==> src/rtl/lvds_seq_pkg.sv <==
package lvds_seq_pkg;
    localparam int CTL_W   = 10;
    localparam int NUM_PHY = 2;

    // Control word bit positions, in bring-up order
    localparam int B_RST  = 0;
    localparam int B_PWR  = 1;
    localparam int B_CM   = 2;
    localparam int B_VMB  = 3;
    localparam int B_DIG  = 4;
    localparam int B_BIAS = 5;
    localparam int B_CLK  = 6;
    localparam int B_DIV  = 7;
    localparam int B_TX   = 8;
    localparam int B_PLL  = 9;

    typedef enum logic [2:0] {
        S_IDLE, S_UP, S_LOCK, S_RUN, S_DN_CLK, S_DN_PLL, S_DN_RST
    } seq_state_t;

    typedef enum logic [2:0] {
        OP_HOLD, OP_SET, OP_CLR_CLK, OP_CLR_PLL, OP_CLR_ALL
    } ctl_op_t;
endpackage

==> src/rtl/lvds_seq_timer.sv <==
module lvds_seq_timer #(
    parameter int POLL_TICKS = 1000,
    parameter int MAX_POLLS  = 200
) (
    input  logic clk,
    input  logic rst_n,
    input  logic clr,
    input  logic tick,
    output logic poll,
    output logic last
);
    localparam int PW = $clog2(POLL_TICKS + 1);
    localparam int NW = $clog2(MAX_POLLS + 1);

    logic [PW-1:0] tick_cnt;
    logic [NW-1:0] poll_cnt;

    assign poll = tick && (tick_cnt == PW'(POLL_TICKS - 1));
    assign last = (poll_cnt == NW'(MAX_POLLS - 1));

    always_ff @(posedge clk) begin
        if (!rst_n || clr) begin
            tick_cnt <= '0;
            poll_cnt <= '0;
        end else if (tick) begin
            if (poll) begin
                tick_cnt <= '0;
                poll_cnt <= poll_cnt + NW'(1);
            end else begin
                tick_cnt <= tick_cnt + PW'(1);
            end
        end
    end


    tick_window_chk: assert property (@(posedge clk) disable iff (!rst_n)
        !tick |=> $stable(tick_cnt) || $past(clr));


    poll_bound_chk: assert property (@(posedge clk) disable iff (!rst_n)
        poll_cnt <= NW'(MAX_POLLS));
endmodule

==> src/rtl/lvds_seq_phy_ctl.sv <==
module lvds_seq_phy_ctl
    import lvds_seq_pkg::*;
(
    input  logic                     clk,
    input  logic                     rst_n,
    input  ctl_op_t                  op,
    input  logic [$clog2(CTL_W)-1:0] idx,
    output logic [CTL_W-1:0]         ctl
);
    always_ff @(posedge clk) begin
        if (!rst_n) begin
            ctl <= '0;
        end else begin
            unique case (op)
                OP_SET:     ctl[idx]   <= 1'b1;
                OP_CLR_CLK: ctl[B_CLK] <= 1'b0;
                OP_CLR_PLL: ctl[B_PLL] <= 1'b0;
                OP_CLR_ALL: ctl        <= '0;
                default:    ctl        <= ctl;
            endcase
        end
    end


    pll_after_tx_chk: assert property (@(posedge clk) disable iff (!rst_n)
        ctl[B_PLL] |-> ctl[B_TX]);


    one_step_chk: assert property (@(posedge clk) disable iff (!rst_n)
        $countones(ctl) <= $countones($past(ctl)) + 1);


    reset_quiet_chk: assert property (@(posedge clk) disable iff (!rst_n)
        !ctl[B_RST] |-> (ctl == '0));
endmodule

==> src/rtl/lvds_phy_seq.sv <==
module lvds_phy_seq
    import lvds_seq_pkg::*;
#(
    parameter int POLL_TICKS = 1000,
    parameter int MAX_POLLS  = 200
) (
    input  logic             clk,
    input  logic             rst_n,
    input  logic             start,
    input  logic             stop,
    input  logic             dual_link,
    input  logic [1:0]       pll_lock,
    input  logic             tick_us,
    output logic [CTL_W-1:0] ctl_pri,
    output logic [CTL_W-1:0] ctl_sec,
    output logic             done,
    output logic [1:0]       lock_timeout
);
    localparam int SW = $clog2(CTL_W);

    seq_state_t    state_q, state_d;
    logic [SW-1:0] step_q, step_d;
    logic          cur_q, cur_d;
    logic          dual_q;
    logic          poll, last, lock_sel, advance;
    ctl_op_t       op_cur;
    logic [CTL_W-1:0] ctl_all [NUM_PHY];

    lvds_seq_timer #(.POLL_TICKS(POLL_TICKS), .MAX_POLLS(MAX_POLLS)) u_timer (
        .clk  (clk),
        .rst_n(rst_n),
        .clr  (state_q != S_LOCK),
        .tick (tick_us),
        .poll (poll),
        .last (last)
    );

    assign lock_sel = pll_lock[cur_q];
    assign advance  = poll && (lock_sel || last);

    // Next-state logic
    always_comb begin
        state_d = state_q;
        step_d  = step_q;
        cur_d   = cur_q;
        unique case (state_q)
            S_IDLE: if (start) begin
                state_d = S_UP;
                step_d  = '0;
                cur_d   = dual_link;
            end
            S_UP: if (stop) begin
                state_d = S_DN_CLK;
                cur_d   = 1'b0;
            end else if (step_q == SW'(CTL_W - 1)) begin
                state_d = S_LOCK;
            end else begin
                step_d = step_q + SW'(1);
            end
            S_LOCK: if (stop) begin
                state_d = S_DN_CLK;
                cur_d   = 1'b0;
            end else if (advance) begin
                if (cur_q) begin
                    state_d = S_UP;
                    step_d  = '0;
                    cur_d   = 1'b0;
                end else begin
                    state_d = S_RUN;
                end
            end
            S_RUN: if (stop) begin
                state_d = S_DN_CLK;
                cur_d   = 1'b0;
            end
            S_DN_CLK: state_d = S_DN_PLL;
            S_DN_PLL: state_d = S_DN_RST;
            S_DN_RST: if (dual_q && !cur_q) begin
                state_d = S_DN_CLK;
                cur_d   = 1'b1;
            end else begin
                state_d = S_IDLE;
            end
            default: state_d = S_IDLE;
        endcase
    end

    // State register
    always_ff @(posedge clk) begin
        if (!rst_n) begin
            state_q <= S_IDLE;
            step_q  <= '0;
            cur_q   <= 1'b0;
            dual_q  <= 1'b0;
        end else begin
            state_q <= state_d;
            step_q  <= step_d;
            cur_q   <= cur_d;
            if (state_q == S_IDLE && start) dual_q <= dual_link;
        end
    end

    // Registered status outputs
    always_ff @(posedge clk) begin
        if (!rst_n) begin
            done         <= 1'b0;
            lock_timeout <= '0;
        end else begin
            done <= (state_q == S_LOCK) && !stop && advance && !cur_q;
            if (state_q == S_IDLE && start)
                lock_timeout <= '0;
            else if (state_q == S_LOCK && !stop && poll && last && !lock_sel)
                lock_timeout[cur_q] <= 1'b1;
        end
    end

    // Operation applied to the PHY under the pointer
    always_comb begin
        unique case (state_q)
            S_UP:     op_cur = stop ? OP_HOLD : OP_SET;
            S_DN_CLK: op_cur = OP_CLR_CLK;
            S_DN_PLL: op_cur = OP_CLR_PLL;
            S_DN_RST: op_cur = OP_CLR_ALL;
            default:  op_cur = OP_HOLD;
        endcase
    end

    for (genvar g = 0; g < NUM_PHY; g++) begin : g_phy
        ctl_op_t op_g;
        assign op_g = (cur_q == 1'(g)) ? op_cur : OP_HOLD;
        lvds_seq_phy_ctl u_ctl (
            .clk  (clk),
            .rst_n(rst_n),
            .op   (op_g),
            .idx  (step_q),
            .ctl  (ctl_all[g])
        );
    end

    assign ctl_pri = ctl_all[0];
    assign ctl_sec = ctl_all[1];


    done_pulse_chk: assert property (@(posedge clk) disable iff (!rst_n)
        done |=> !done);


    done_up_chk: assert property (@(posedge clk) disable iff (!rst_n)
        done |-> ctl_pri[B_PLL] && (!dual_q || ctl_sec[B_PLL]));


    sec_first_chk: assert property (@(posedge clk) disable iff (!rst_n)
        ($rose(ctl_pri[B_RST]) && dual_q) |-> ctl_sec[B_PLL]);


    single_sec_idle_chk: assert property (@(posedge clk) disable iff (!rst_n)
        (state_q != S_IDLE && !dual_q) |-> (ctl_sec == '0));


    pri_down_first_chk: assert property (@(posedge clk) disable iff (!rst_n)
        $fell(ctl_sec[B_RST]) |-> (ctl_pri == '0));


    timeout_in_lock_chk: assert property (@(posedge clk) disable iff (!rst_n)
        $rose(lock_timeout[0]) |-> $past(state_q) == S_LOCK);
endmodule

==> config.mk <==
export PLATFORM = sky130hd
export DESIGN_NAME = lvds_phy_seq
export DESIGN_NICKNAME = d
export VERILOG_FILES = /design/src/rtl/lvds_seq_pkg.sv /design/src/rtl/lvds_seq_timer.sv /design/src/rtl/lvds_seq_phy_ctl.sv /design/src/rtl/lvds_phy_seq.sv
export SDC_FILE = /design/constraint.sdc
export NUM_CORES = 1
export LEC_CHECK = 0
export BUFFER_PORTS_ARGS = -buffer_cell sky130_fd_sc_hd__buf_4
export CAP_MARGIN = 25
export CORE_MARGIN = 5
export CORE_UTILIZATION = 38
export DETAILED_ROUTE_END_ITERATION = 8
export GPL_TIMING_DRIVEN = 0
export PLACE_DENSITY = 0.65
export SLEW_MARGIN = 25
export SYNTH_ARGS = -nofsm -noshare
export SYNTH_HDL_FRONTEND = slang
export SYNTH_SLANG_ARGS = --single-unit
==> constraint.sdc <==
create_clock -name clk -period 2.8 [get_ports clk]
set_input_delay 0.28 -clock clk [delete_from_list [all_inputs] [get_ports clk]]
set_output_delay 0.28 -clock clk [all_outputs]
set_load 0.01 [all_outputs]
==> results by group <==
CTS
  – CTS Sinks: 50
  – Postcts setup bufs: 0
  – CTS-repair resized insts: 0
  – Root buf cell: clkbuf_8
  – Hold buffers post-CTS: 0
  – CTS H-tree depth: 2
  – Clock Tree Buf Depth: 2
  – CTS tree: yes
  – Clock slew seen by the registers of the worst setup and hold paths: 110 ps
  – Num CTS Buffers: 5
  – Clock Latency Late Sink: 310 ps

Worst setup path
  – Crit Path Max Fanout: 6
  – Worst Setup Start Kind: flop
  – Arr. time, crit path: 2170 ps
  – Kind of critical path: flop to flop
  – Worst setup EP type: flop
  – Req. time, crit path: 2990 ps

Detailed routing
  – Routed Antenna Nets: 0
  – Detailed Route WL: 5097 µm
  – DR WL met3: 253 µm
  – Routed vias: 2,004
  – Met2 wire length: 2436 µm
  – # DRC: 0
  – Total iterations of the first detailed-routing run: 4
  – Drt wl/cell: 13.20 µm
  – Max layer used: met4
  – Met1 Routed Length: 2363 µm
  – DRT iter0 DRCs: 136
  – Vias per std cell: 5.192

Global routing
  – Via count of the first global-routing pass: 1,938
  – Initial antenna violation count: 0
  – GRT Resource Usage Total: 0.1426
  – First-pass GRT wire length: 8949 µm
  – Grt ovf: 0
  – Pin count of the biggest net entering global routing: 19

Yosys
  – Synthesis-stage register bit count: 50
  – Unique masters post-synth: 48
  – Dominant cell type by area after synthesis: dfxtp_1
  – Post-Syn Area: 2293 µm²
  – Synth top area cells: dfxtp_1 44%, nor2_1 9.3%, a21oi_1 4.4%, xor2_1 4.2%, ha_1 3.3%
  – EDFF count, synth: 0
  – Mapped Cells: 273
  – Part of the Yosys area used for sequential elements: 0.4364
  – Main flop type after synthesis: dfxtp_1
  – Commonest cells in the netlist: 57 x nor2_1, 50 x dfxtp_1, 20 x a21oi_1
  – Yosys warns: 0
  – Ys async rst share: 0
  – Share of the synthesized area in the top cell type: 0.4364
  – Avg Inst Size Synth: 8.401 µm²
  – Most frequent cell after synthesis: nor2_1
  – Post-synth net total: 287

Floorplanning
  – Placeable Area: 5886 µm²
  – FP Rows: 28
  – Die footprint: 7689 µm²
  – Top-Level Pins: 31
  – Die height: 87.69 µm
  – Die width: 87.69 µm
  – Initial Utilization: 0.3897

Power
  – Pwr Density: 629.5 nW/µm²
  – Leakage: 0.001067 µW
  – Final total power: 1706 µW
  – Peak supply drop: 0.0003298 V

Timing
  – Fin crit period: 1985 ps
  – Tcrit/Tclk final: 0.7088
  – Tightest Pin Transition: 646.9 ps
  – Clock skew: 13.10 ps
  – Setup TNS: 0 ps
  – Max-slew violations: 0
  – Setup violations, final: 0
  – RSZ-0062 raised after global routing: no
  – Final Hold Viols: 0
  – Slew headroom: 0.5658
  – Max Freq: 503.8 MHz

Finish
  – Post-route cell area: 2710 µm²
  – Ant diodes: 0
  – Layout cells sized above 1: 0.1608
  – Area Overhead vs Synth: 18.17%
  – Nets: 324

Min path
  – Hold crit path type: input pin to flop

Place
  – HPWL after DPL: 3738 µm
  – GP Congestion: 0.8287
  – Placed cell area: 2613 µm²
  – PortBufs: 30

Outcome
  – Status: complete, no violations

Flow run
  – MaxCap Viol Count: 0
cell type report:
class | count | area (µm²)
buffer | 11 | 56.30
clock buffer | 5 | 68.82
clock inverter | 3 | 28.78
fill | 593 | 3176
inverter | 7 | 26.28
multi-input combinational | 205 | 1210
sequential | 50 | 1001
tap | 75 | 93.84
timing repair buffer | 30 | 225.2
cell families after synthesis:
| group | Yosys count | share of synthesized area |
|---|---|---|
| flip-flops | 50 | 0.4364 |
| buffers and inverters | 18 | 0.03601 |
| XOR/XNOR | 15 | 0.05728 |
| adder cells (fa/ha/maj) | 6 | 0.03273 |
| AND/OR/NAND/NOR | 128 | 0.2804 |
| multiplexers | 4 | 0.01746 |
| AO/OA/AOI/OAI | 52 | 0.1397 |
through the flow:
step                      setup slack [ps]    util  hold WS [ps]  std cells
after global placement               854.8  0.4439         448.1        378
after CTS                            811.0  0.4605         225.8        386
after global routing                 648.7  0.4605         249.6        386
final                                815.3  0.4605         234.8        386
after floorplan                       1118       -         427.2        273
after detailed placement             852.9  0.4439         459.1        378
sequential cells by signal, summed over array words and instances (netlist names):
register and flops:
state_q 3, lock_timeout 2, u_timer.tick_cnt 10, g_phy.u_ctl.ctl 20
done 1, dual_q 1, step_q 4, cur_q 1
u_timer.poll_cnt 8
final timing paths:
kind         slack, ps                                 end  cells past startpoint                          startpoint
max                820              step_q[3]$_SDFFE_PN0P_                      7              step_q[1]$_SDFFE_PN0P_
min                230                 dual_q$_SDFFE_PN0P_                      3                           dual_link
max reg2reg        820              step_q[3]$_SDFFE_PN0P_                      7              step_q[1]$_SDFFE_PN0P_
min reg2reg        480  g_phy[0].u_ctl.ctl[8]$_SDFFE_PN0P_                      2  g_phy[0].u_ctl.ctl[8]$_SDFFE_PN0P_
power breakdown:
| group | leakage (µW) | internal, µW | total, µW | switching (µW) |
|---|---|---|---|---|
| logic | 0.000613 | 173 | 476 | 303 |
| registers | 0.000404 | 747 | 774 | 26.9 |
| clock network | 0.0000506 | 187 | 456 | 268 |
cell usage in the layout (no fill, tap or decap), drive strengths merged, types with 2 or more instances in the layout:
cell type  synthesis  routed
nand2b             5       5
nand4              9       9
nand3              7       7
nor3              14      14
a31oi              6       6
clkbuf             6      11
and2               2       2
o21ai             11      11
and3               6       6
a211oi             3       3
xnor2              4       4
nor4               2       2
inv                7       9
nor2b              3       3
xor2              11      11
or3b               2       2
dfxtp             50      50
buf                5      35
nor2              57      57
nand2             14      14
ha                 6       6
mux2i              4       4
o31ai              3       3
a21oi             20      20
routing by layer:
metal / vias up / GRT usage
met2: 44 / 0.2281
met5: - / 0
met3: 4 / 0.02728
li1: 1028 / -
met1: 928 / 0.1926
met4: 0 / 0.04881
critical path, cell delays in order (launching register included):
cell and delay (ps):
dfxtp_1 390, inv_1 90, ha_1 280, and3b_1 290, nor3_2 290, a21oi_1 90, a211oi_2 290, o32ai_1 150
No activity file was read; power rests on OpenSTA's default activity.
